**config.mk**
```make
export PLATFORM = sky130hd
export DESIGN_NAME = usb_frame_timer
export DESIGN_NICKNAME = d
export VERILOG_FILES = /design/src/rtl/usbft_pkg.sv /design/src/rtl/ft_intv_reg.sv /design/src/rtl/ft_remain_ctr.sv /design/src/rtl/ft_budget_ctr.sv /design/src/rtl/usb_frame_timer.sv
export SDC_FILE = /design/constraint.sdc
export NUM_CORES = 1
export LEC_CHECK = 0
export ABC_AREA = 0
export BUFFER_PORTS_ARGS = -buffer_cell sky130_fd_sc_hd__buf_2
export CAP_MARGIN = 20
export CORE_ASPECT_RATIO = 0.6
export CORE_MARGIN = 2
export CORE_UTILIZATION = 50
export DETAILED_ROUTE_END_ITERATION = 16
export MAX_ROUTING_LAYER = met4
export PLACE_DENSITY = 0.89
export SLEW_MARGIN = 5
export SYNTH_ARGS = -nofsm -noshare
export SYNTH_HDL_FRONTEND = slang
export SYNTH_SLANG_ARGS = --single-unit
export TNS_END_PERCENT = 10
```
**constraint.sdc**
```tcl
create_clock -name clk -period 6.5 [get_ports clk]
set_clock_uncertainty 0.2 [all_clocks]
set_input_delay 0.65 -clock clk [delete_from_list [all_inputs] [get_ports clk]]
set_output_delay 0.65 -clock clk [all_outputs]
set_load 0.05 [all_outputs]
```
**src/rtl/usbft_pkg.sv**
```systemverilog
`timescale 1ns/1ps
package usbft_pkg;
   localparam int REG_W   = 32;
   localparam int TOG_BIT = 31;
   localparam int BUD_LSB = 16;

   typedef enum logic {
      FT_SEL_INTV   = 1'b0,
      FT_SEL_REMAIN = 1'b1
   } ft_sel_e;
endpackage

```
**src/rtl/ft_intv_reg.sv**
```systemverilog
`timescale 1ns/1ps
module ft_intv_reg #(
   parameter int CNT_W    = 14,
   parameter int BUD_W    = 15,
   parameter int NOM_INTV = 11999
) (
   input  logic                    clk,
   input  logic                    rst_n,
   input  logic                    wr_en,
   input  logic [usbft_pkg::REG_W-1:0] wdata,
   output logic                    tog_q,
   output logic [BUD_W-1:0]        bud_q,
   output logic [CNT_W-1:0]        val_q
);
   import usbft_pkg::*;

   localparam logic [CNT_W-1:0] NOM_V = CNT_W'(NOM_INTV);

   always_ff @(posedge clk or negedge rst_n) begin
      if (!rst_n) begin
         tog_q <= 1'b0;
         bud_q <= '0;
         val_q <= NOM_V;
      end else if (wr_en) begin
         tog_q <= wdata[TOG_BIT];
         bud_q <= wdata[BUD_LSB +: BUD_W];
         val_q <= wdata[CNT_W-1:0];
      end
   end
endmodule

```
**src/rtl/ft_remain_ctr.sv**
```systemverilog
`timescale 1ns/1ps
module ft_remain_ctr #(
   parameter int CNT_W = 14
) (
   input  logic             clk,
   input  logic             rst_n,
   input  logic             run_en,
   input  logic             bit_tick,
   input  logic [CNT_W-1:0] load_val,
   input  logic             load_tog,
   output logic [CNT_W-1:0] cnt_q,
   output logic             tog_q,
   output logic             sof
);
   logic run_q;
   logic at_zero;

   assign at_zero = (cnt_q == '0);
   assign sof     = run_en && (!run_q || (bit_tick && at_zero));

   always_ff @(posedge clk or negedge rst_n) begin
      if (!rst_n) begin
         run_q <= 1'b0;
         cnt_q <= '0;
         tog_q <= 1'b0;
      end else begin
         run_q <= run_en;
         if (sof) begin
            cnt_q <= load_val;
            tog_q <= load_tog;
         end else if (run_en && bit_tick) begin
            cnt_q <= cnt_q - 1'b1;
         end
      end
   end
endmodule

```
**src/rtl/ft_budget_ctr.sv**
```systemverilog
`timescale 1ns/1ps
module ft_budget_ctr #(
   parameter int BUD_W = 15
) (
   input  logic             clk,
   input  logic             rst_n,
   input  logic             load,
   input  logic             dec,
   input  logic [BUD_W-1:0] load_val,
   output logic [BUD_W-1:0] cnt_q
);
   logic floor;
   assign floor = (cnt_q == '0);

   always_ff @(posedge clk or negedge rst_n) begin
      if (!rst_n)
         cnt_q <= '0;
      else if (load)
         cnt_q <= load_val;
      else if (dec && !floor)
         cnt_q <= cnt_q - 1'b1;
   end
endmodule

```
**src/rtl/usb_frame_timer.sv**
```systemverilog
`timescale 1ns/1ps
module usb_frame_timer #(
   parameter int CNT_W    = 14,
   parameter int BUD_W    = 15,
   parameter int NOM_INTV = 11999
) (
   input  logic              clk,
   input  logic              rst_n,
   input  logic              reg_we,
   input  logic              reg_addr,
   input  logic [31:0]       reg_wdata,
   output logic [31:0]       reg_rdata,
   input  logic              run_en,
   input  logic              bit_tick,
   output logic              sof_pulse,
   output logic [CNT_W-1:0]  remain_cnt,
   output logic [BUD_W-1:0]  budget_cnt
);
   import usbft_pkg::*;

   if (CNT_W < 1 || CNT_W > BUD_LSB) begin : g_bad_cnt_w
      $error("CNT_W must lie in 1..%0d", BUD_LSB);
   end
   if (BUD_W < 1 || BUD_LSB + BUD_W > TOG_BIT) begin : g_bad_bud_w
      $error("budget field overlaps the toggle bit");
   end
   if (NOM_INTV < 0 || NOM_INTV >= (1 << CNT_W)) begin : g_bad_nom
      $error("NOM_INTV does not fit in CNT_W bits");
   end

   ft_sel_e          sel;
   logic             intv_wr;
   logic             intv_tog;
   logic [BUD_W-1:0] intv_bud;
   logic [CNT_W-1:0] intv_val;
   logic             rem_tog;

   assign sel     = ft_sel_e'(reg_addr);
   assign intv_wr = reg_we && (sel == FT_SEL_INTV);

   ft_intv_reg #(.CNT_W(CNT_W), .BUD_W(BUD_W), .NOM_INTV(NOM_INTV)) u_intv (
      .clk   (clk),
      .rst_n (rst_n),
      .wr_en (intv_wr),
      .wdata (reg_wdata),
      .tog_q (intv_tog),
      .bud_q (intv_bud),
      .val_q (intv_val)
   );

   ft_remain_ctr #(.CNT_W(CNT_W)) u_remain (
      .clk      (clk),
      .rst_n    (rst_n),
      .run_en   (run_en),
      .bit_tick (bit_tick),
      .load_val (intv_val),
      .load_tog (intv_tog),
      .cnt_q    (remain_cnt),
      .tog_q    (rem_tog),
      .sof      (sof_pulse)
   );

   ft_budget_ctr #(.BUD_W(BUD_W)) u_budget (
      .clk      (clk),
      .rst_n    (rst_n),
      .load     (sof_pulse),
      .dec      (run_en && bit_tick),
      .load_val (intv_bud),
      .cnt_q    (budget_cnt)
   );

   always_comb begin
      reg_rdata = '0;
      if (sel == FT_SEL_INTV) begin
         reg_rdata[TOG_BIT]            = intv_tog;
         reg_rdata[BUD_LSB +: BUD_W]   = intv_bud;
         reg_rdata[CNT_W-1:0]          = intv_val;
      end else begin
         reg_rdata[TOG_BIT]            = rem_tog;
         reg_rdata[CNT_W-1:0]          = remain_cnt;
      end
   end
endmodule

```
* Word-level counts from Yosys, hierarchy flattened
Cells that the tools add are included.
** Operators by class
- Add/subtract/negate cells :: 2
- $mul :: 0
- Multiplexer cells :: 7
- Bitwise operators :: 1
- Eq/ne operators :: 0
- Shifts and indexed selects :: 0
- Reductions and logical operators :: 12
- Magnitude comparators :: 0
- Divide/modulo/power cells :: 0
** Operators with widths (count)
- 15-bit two-way mux :: 3
- 14-bit two-way mux :: 3
- 15-bit logical NOT :: 1
- 15-bit by 1-bit subtractor with 15-bit output (second input constant) :: 1
- 14-bit logical NOT :: 1
- 14-bit by 1-bit subtractor with 14-bit output (second input constant) :: 1
- 1-bit logical AND :: 5
- 2-bit nonzero test :: 2
- 1-bit logical NOT :: 2
- 1-bit logical OR :: 1
- 1-bit two-way mux :: 1
- 1-bit inverter :: 1
** Word-level totals
- Word-level logic and storage cells :: 29
- Bits in latches :: 0
- Register bits :: 61
- Memory bits (read-only) :: 0
- RAM bits :: 0
- Memories :: 0

* Longest topological paths before layout
- Word-level depth :: 5
- Gate-level depth with buffers :: 8
- Gate-level depth less buffers :: 7

* By module
A second synthesis with hierarchy kept.
** Second synthesis, totals
- Cell total of the unflattened synthesis :: 318
- Area total of the unflattened synthesis :: 3552.2 sq um
** Modules (own cells, without submodules)
- ft_intv_reg :: area an instance 1248.7 sq um, times used 1, cells an instance 63
- ft_budget_ctr :: area an instance 975.9 sq um, times used 1, cells an instance 113
- ft_remain_ctr :: area an instance 964.7 sq um, times used 1, cells an instance 104
- usb_frame_timer :: area an instance 362.8 sq um, times used 1, cells an instance 38

* Least setup slack after synthesis
Ideal clock, no wire load.
- Kind :: reg2out
- Start point :: reg u_remain.cnt_q[6]
- End point :: out sof_pulse
- Cell stages (with the launch flop) :: 6
- Arrival :: 2.185 ns
- Required time :: 5.650 ns
- Path slack :: 3.465 ns
- Path buffers :: 1
- Cell sequence :: dfrtp_1 or4_1 buf_6 o41ai_4 nand2_2 clkinv_1
** Between the ends
- Cells in the longest elaborated chain, start to end :: 4
** Ends and longest elaborated chain
- start, declared :: line ft_remain_ctr.sv:11 : output logic [CNT_W-1:0] cnt_q,
- start signal, assigned :: line ft_remain_ctr.sv:29 : cnt_q <= load_val;
- start signal, assigned :: line ft_remain_ctr.sv:32 : cnt_q <= cnt_q - 1'b1;
- 14-bit logical NOT :: line ft_remain_ctr.sv:18 : assign at_zero = (cnt_q == '0);
- 1-bit logical AND :: line ft_remain_ctr.sv:19 : assign sof = run_en && (!run_q || (bit_tick && at_zero));
- 1-bit logical OR :: line ft_remain_ctr.sv:19
- 1-bit logical AND :: line ft_remain_ctr.sv:19
- end, declared :: line usb_frame_timer.sv:15 : output logic sof_pulse,
Every way passes these cells.

* Final worst setup path
Ends and elaborated chain as after synthesis.

==> impl_results.md <==
* Leak Pwr at 1.833 nW
* RSZ-0062 raised after global routing: no
* Vias per inst at 6.117
* Compound-Gate Fraction of Synth Area at 12.95%
* Post-synthesis instance area at 0.003382 mm²
* CTS Buf Count at 9
* Dpl ws at 3.200 ns
* Largest net degree at the start of global routing at 62
* Crit share post-route at 57.27%
* Inserted Diodes at 0
* Sequential area share after synthesis at 45.54%
* Clock-pin transition on the worst setup and hold timing paths at 0.05 ns
* Max FO, Critical Path at 16
* Core ar. at 0.006619 mm²
* Max_cap viols at 0
* Post-route cell area at 0.004234 mm²
* Io pins at 100
* Mapped Avg Cell Area at 10.70 µm²
* CTS Sinks at 61
* Initial antenna violation count at 0
* Power, Total at 1.632 mW
* Vias at 3,034
* Die Wd at 110.2 µm
* Final wirelength at 9.321 mm
* Total GRT Usage at 27.19%
* Final ANT Viol Nets at 0
* # fillers at 519
* Final setup violation count at 0
* Setup TNS Final at 0 ns
* Fmax at 0.2686 GHz
* Skew-Pair Late Insertion Delay at 0.33 ns
* Worst hold path class: in -> async
* Layout area overhead at 25.19%
* CTS Hold Buffers Added at 0
* Routability cong. at 0.9638
* Worst-Margin Slew at 0.8298 ns
* CP Class: reg -> out
* Root Driver: clkbuf_16
* Worst IR Drop VDD at 0.0002541 V
* Ys async rst share at 100.0%
* Initial DRT Pass Iterations at 7
* Final core occ at 63.97%
* Slew Limit Fails at 0
* Post-synthesis xor/xnor area fraction at 0.2590%
* Most used DFF post-synth: dfrtp_1
* DR WL/cell at 18.79 µm
* Synth warn at 0
* Final hold viol count at 0
* Multi-input logic area at 0.001702 mm²
* Effective utilization at floorplan at 51.10%
* Dpl cell area at 0.003882 mm²
* Req. time, crit path at 5.65 ns
* Slew HR at 44.55%
* Overflow after GRT at 0
* Simple-gate share of the synthesized area at 18.53%
* PortBufs at 95
* H-tree depth at 3
* Rows at 23
* Worst setup margin at 2.777 ns
* Gate Count Post-Synth at 316
* CP Launch Type: register
* Vias in the first global route at 2,783
* Share of layout cells above drive strength 1 at 43.77%
* DRC viols at 0
* Die height at 67.71 µm
* Post-CTS Setup Inserts at 0
* P per Cell Area at 385.4 mW/mm²
* Final HPWL DP at 6.362 mm
* Die Area at 0.007459 mm²
* Mux contribution to synthesized area at 17.17%
* Clock buffer depth at 2
* Number of synthesized flops with an enable pin at 0
* First-pass GRT wire length at 14.49 mm
* Largest family of logic cells by synthesized area: simple AND/OR/NAND/NOR gates
* #FFs+latches synth at 61
* WP data arrival at 2.87 ns
* Status: finished clean
* FF+latch area at 0.001540 mm²
* Crit path capture type: output port
* Nets at 445
* Distinct cell type count after synthesis at 55
* Adder-cell share of the synthesized area at 1.110%
* First DRT Iteration DRCs at 361
* CTS tree: built
* Final min period at 3.723 ns
* # resized after CTS at 0
where the power goes:
group	total [mW]	internal [mW]	switching, mW	leakage [nW]
combinational	0.533	0.155	0.378	0.955
sequential	0.542	0.455	0.0874	0.706
clock	0.557	0.394	0.162	0.173
flip-flops by register name (all words and copies together), names as in the netlist:
| register | flops |
|---|---|
| u_intv.tog_q | 1 |
| u_remain.cnt_q | 14 |
| u_remain.run_q | 1 |
| u_budget.cnt_q | 15 |
| u_intv.bud_q | 15 |
| u_intv.val_q | 14 |
| u_remain.tog_q | 1 |
worst paths after layout:
| kind | start | end | cells after the start | slack, ns |
|---|---|---|---|---|
| max in group asynchronous | rst_n | u_budget.cnt_q[8]$_DFFE_PN0P_ | 2 | 5.30 |
| worst min-delay path | rst_n | u_budget.cnt_q[3]$_DFFE_PN0P_ | 2 | 0.28 |
| worst min register to register | u_remain.tog_q$_DFFE_PN0P_ | u_remain.tog_q$_DFFE_PN0P_ | 1 | 0.32 |
| worst max register to register | u_remain.cnt_q[6]$_DFFE_PN0P_ | u_budget.cnt_q[4]$_DFFE_PN0P_ | 4 | 3.78 |
| min in group clk | u_remain.tog_q$_DFFE_PN0P_ | u_remain.tog_q$_DFFE_PN0P_ | 1 | 0.32 |
| worst max-delay path | u_remain.cnt_q[6]$_DFFE_PN0P_ | sof_pulse | 5 | 2.78 |
placed cells by master, fill, tap and decap left out, drive strengths merged, types with 2 or more instances in the layout:
master  Yosys  routed
o41ai       8       8
o31ai       7       7
o211ai      2       2
nand4       4       4
a221o       3       3
o221ai      2       2
or2         2       2
dfrtp      50      50
nand3      15      15
nor4        5       5
nor2        7       7
and2        2       2
mux2       48      48
inv         8       8
ha          3       3
a21oi       8       8
nor3b       2       2
clkinv      1       2
nor2b      16      16
or4         9       9
or3         8       8
mux2i       4       4
clkbuf      9      12
buf        13      98
bufinv      0       3
dfstp      11      11
a211oi      3       3
conb        1       2
o311ai      2       2
nor3       18      18
a31oi       9       9
o21ai      10      10
nand2      11      11
cell usage after synthesis, types with 3 or more instances:
| cell type | instances | area [µm²] |
|---|---|---|
| o31ai_1 | 7 | 52.55 |
| or4_1 | 8 | 60.06 |
| nand4_1 | 4 | 25.02 |
| nand3_1 | 15 | 75.07 |
| a31oi_1 | 9 | 56.30 |
| nor2_1 | 7 | 26.28 |
| or3_1 | 8 | 50.05 |
| dfstp_2 | 11 | 289.0 |
| nand2_1 | 10 | 37.54 |
| a21oi_1 | 8 | 40.04 |
| a221o_1 | 3 | 30.03 |
| dfrtp_1 | 50 | 1251 |
| o41ai_1 | 7 | 61.31 |
| buf_1 | 5 | 18.77 |
| clkbuf_1 | 9 | 33.78 |
| nor2b_1 | 16 | 100.1 |
| o21ai_0 | 9 | 45.04 |
| mux2_2 | 48 | 540.5 |
| inv_1 | 8 | 30.03 |
| ha_1 | 3 | 37.54 |
| buf_4 | 3 | 22.52 |
| a211oi_1 | 3 | 22.52 |
| mux2i_1 | 4 | 40.04 |
| buf_2 | 3 | 15.01 |
| nor4_1 | 5 | 31.28 |
| nor3_1 | 18 | 90.09 |
area by class of cell:
class                      instances  area share (%)
clock inverter                     4           2.246
timing repair buffer              98           11.76
sequential                        61           36.38
clock buffer                      12           6.058
multi-input combinational        225           40.19
tap                               87           2.571
inverter                           9          0.7979
critical path, stage by stage (launching register included):
cell,delay [ns]
dfrtp_1,0.47
or4_1,0.76
o41ai_4,0.39
nand2_2,0.30
clkinv_1,0.31
buf_2,0.32
metal layers:
layer,up-vias,routed length (µm),GRT usage (%)
met4,0,82,8.438
met5,-,0,-
li1,1383,-,-
met1,1479,4310,38.02
met2,163,4023,38.34
met3,9,905,7.625
through the flow:
stage          hold slack (ns)  instances
2_1_floorplan           0.1544        317
3_3_place_gp            0.2857        480
3_5_place_dp            0.3032        480
4_1_cts                 0.3089        496
5_1_grt                 0.3431        496
6_report                0.2804        496
kinds of logic (layout without fill, tap and decap cells):
family,count (synthesis),count (layout)
AO/OA/AOI/OAI,59,59
XOR/XNOR,1,1
adder cells (fa/ha/maj),3,3
buffers and inverters,31,123
flip-flops,61,61
multiplexers,52,52
other,1,2
AND/OR/NAND/NOR,108,108
No activity file was read; power rests on OpenSTA's default activity.
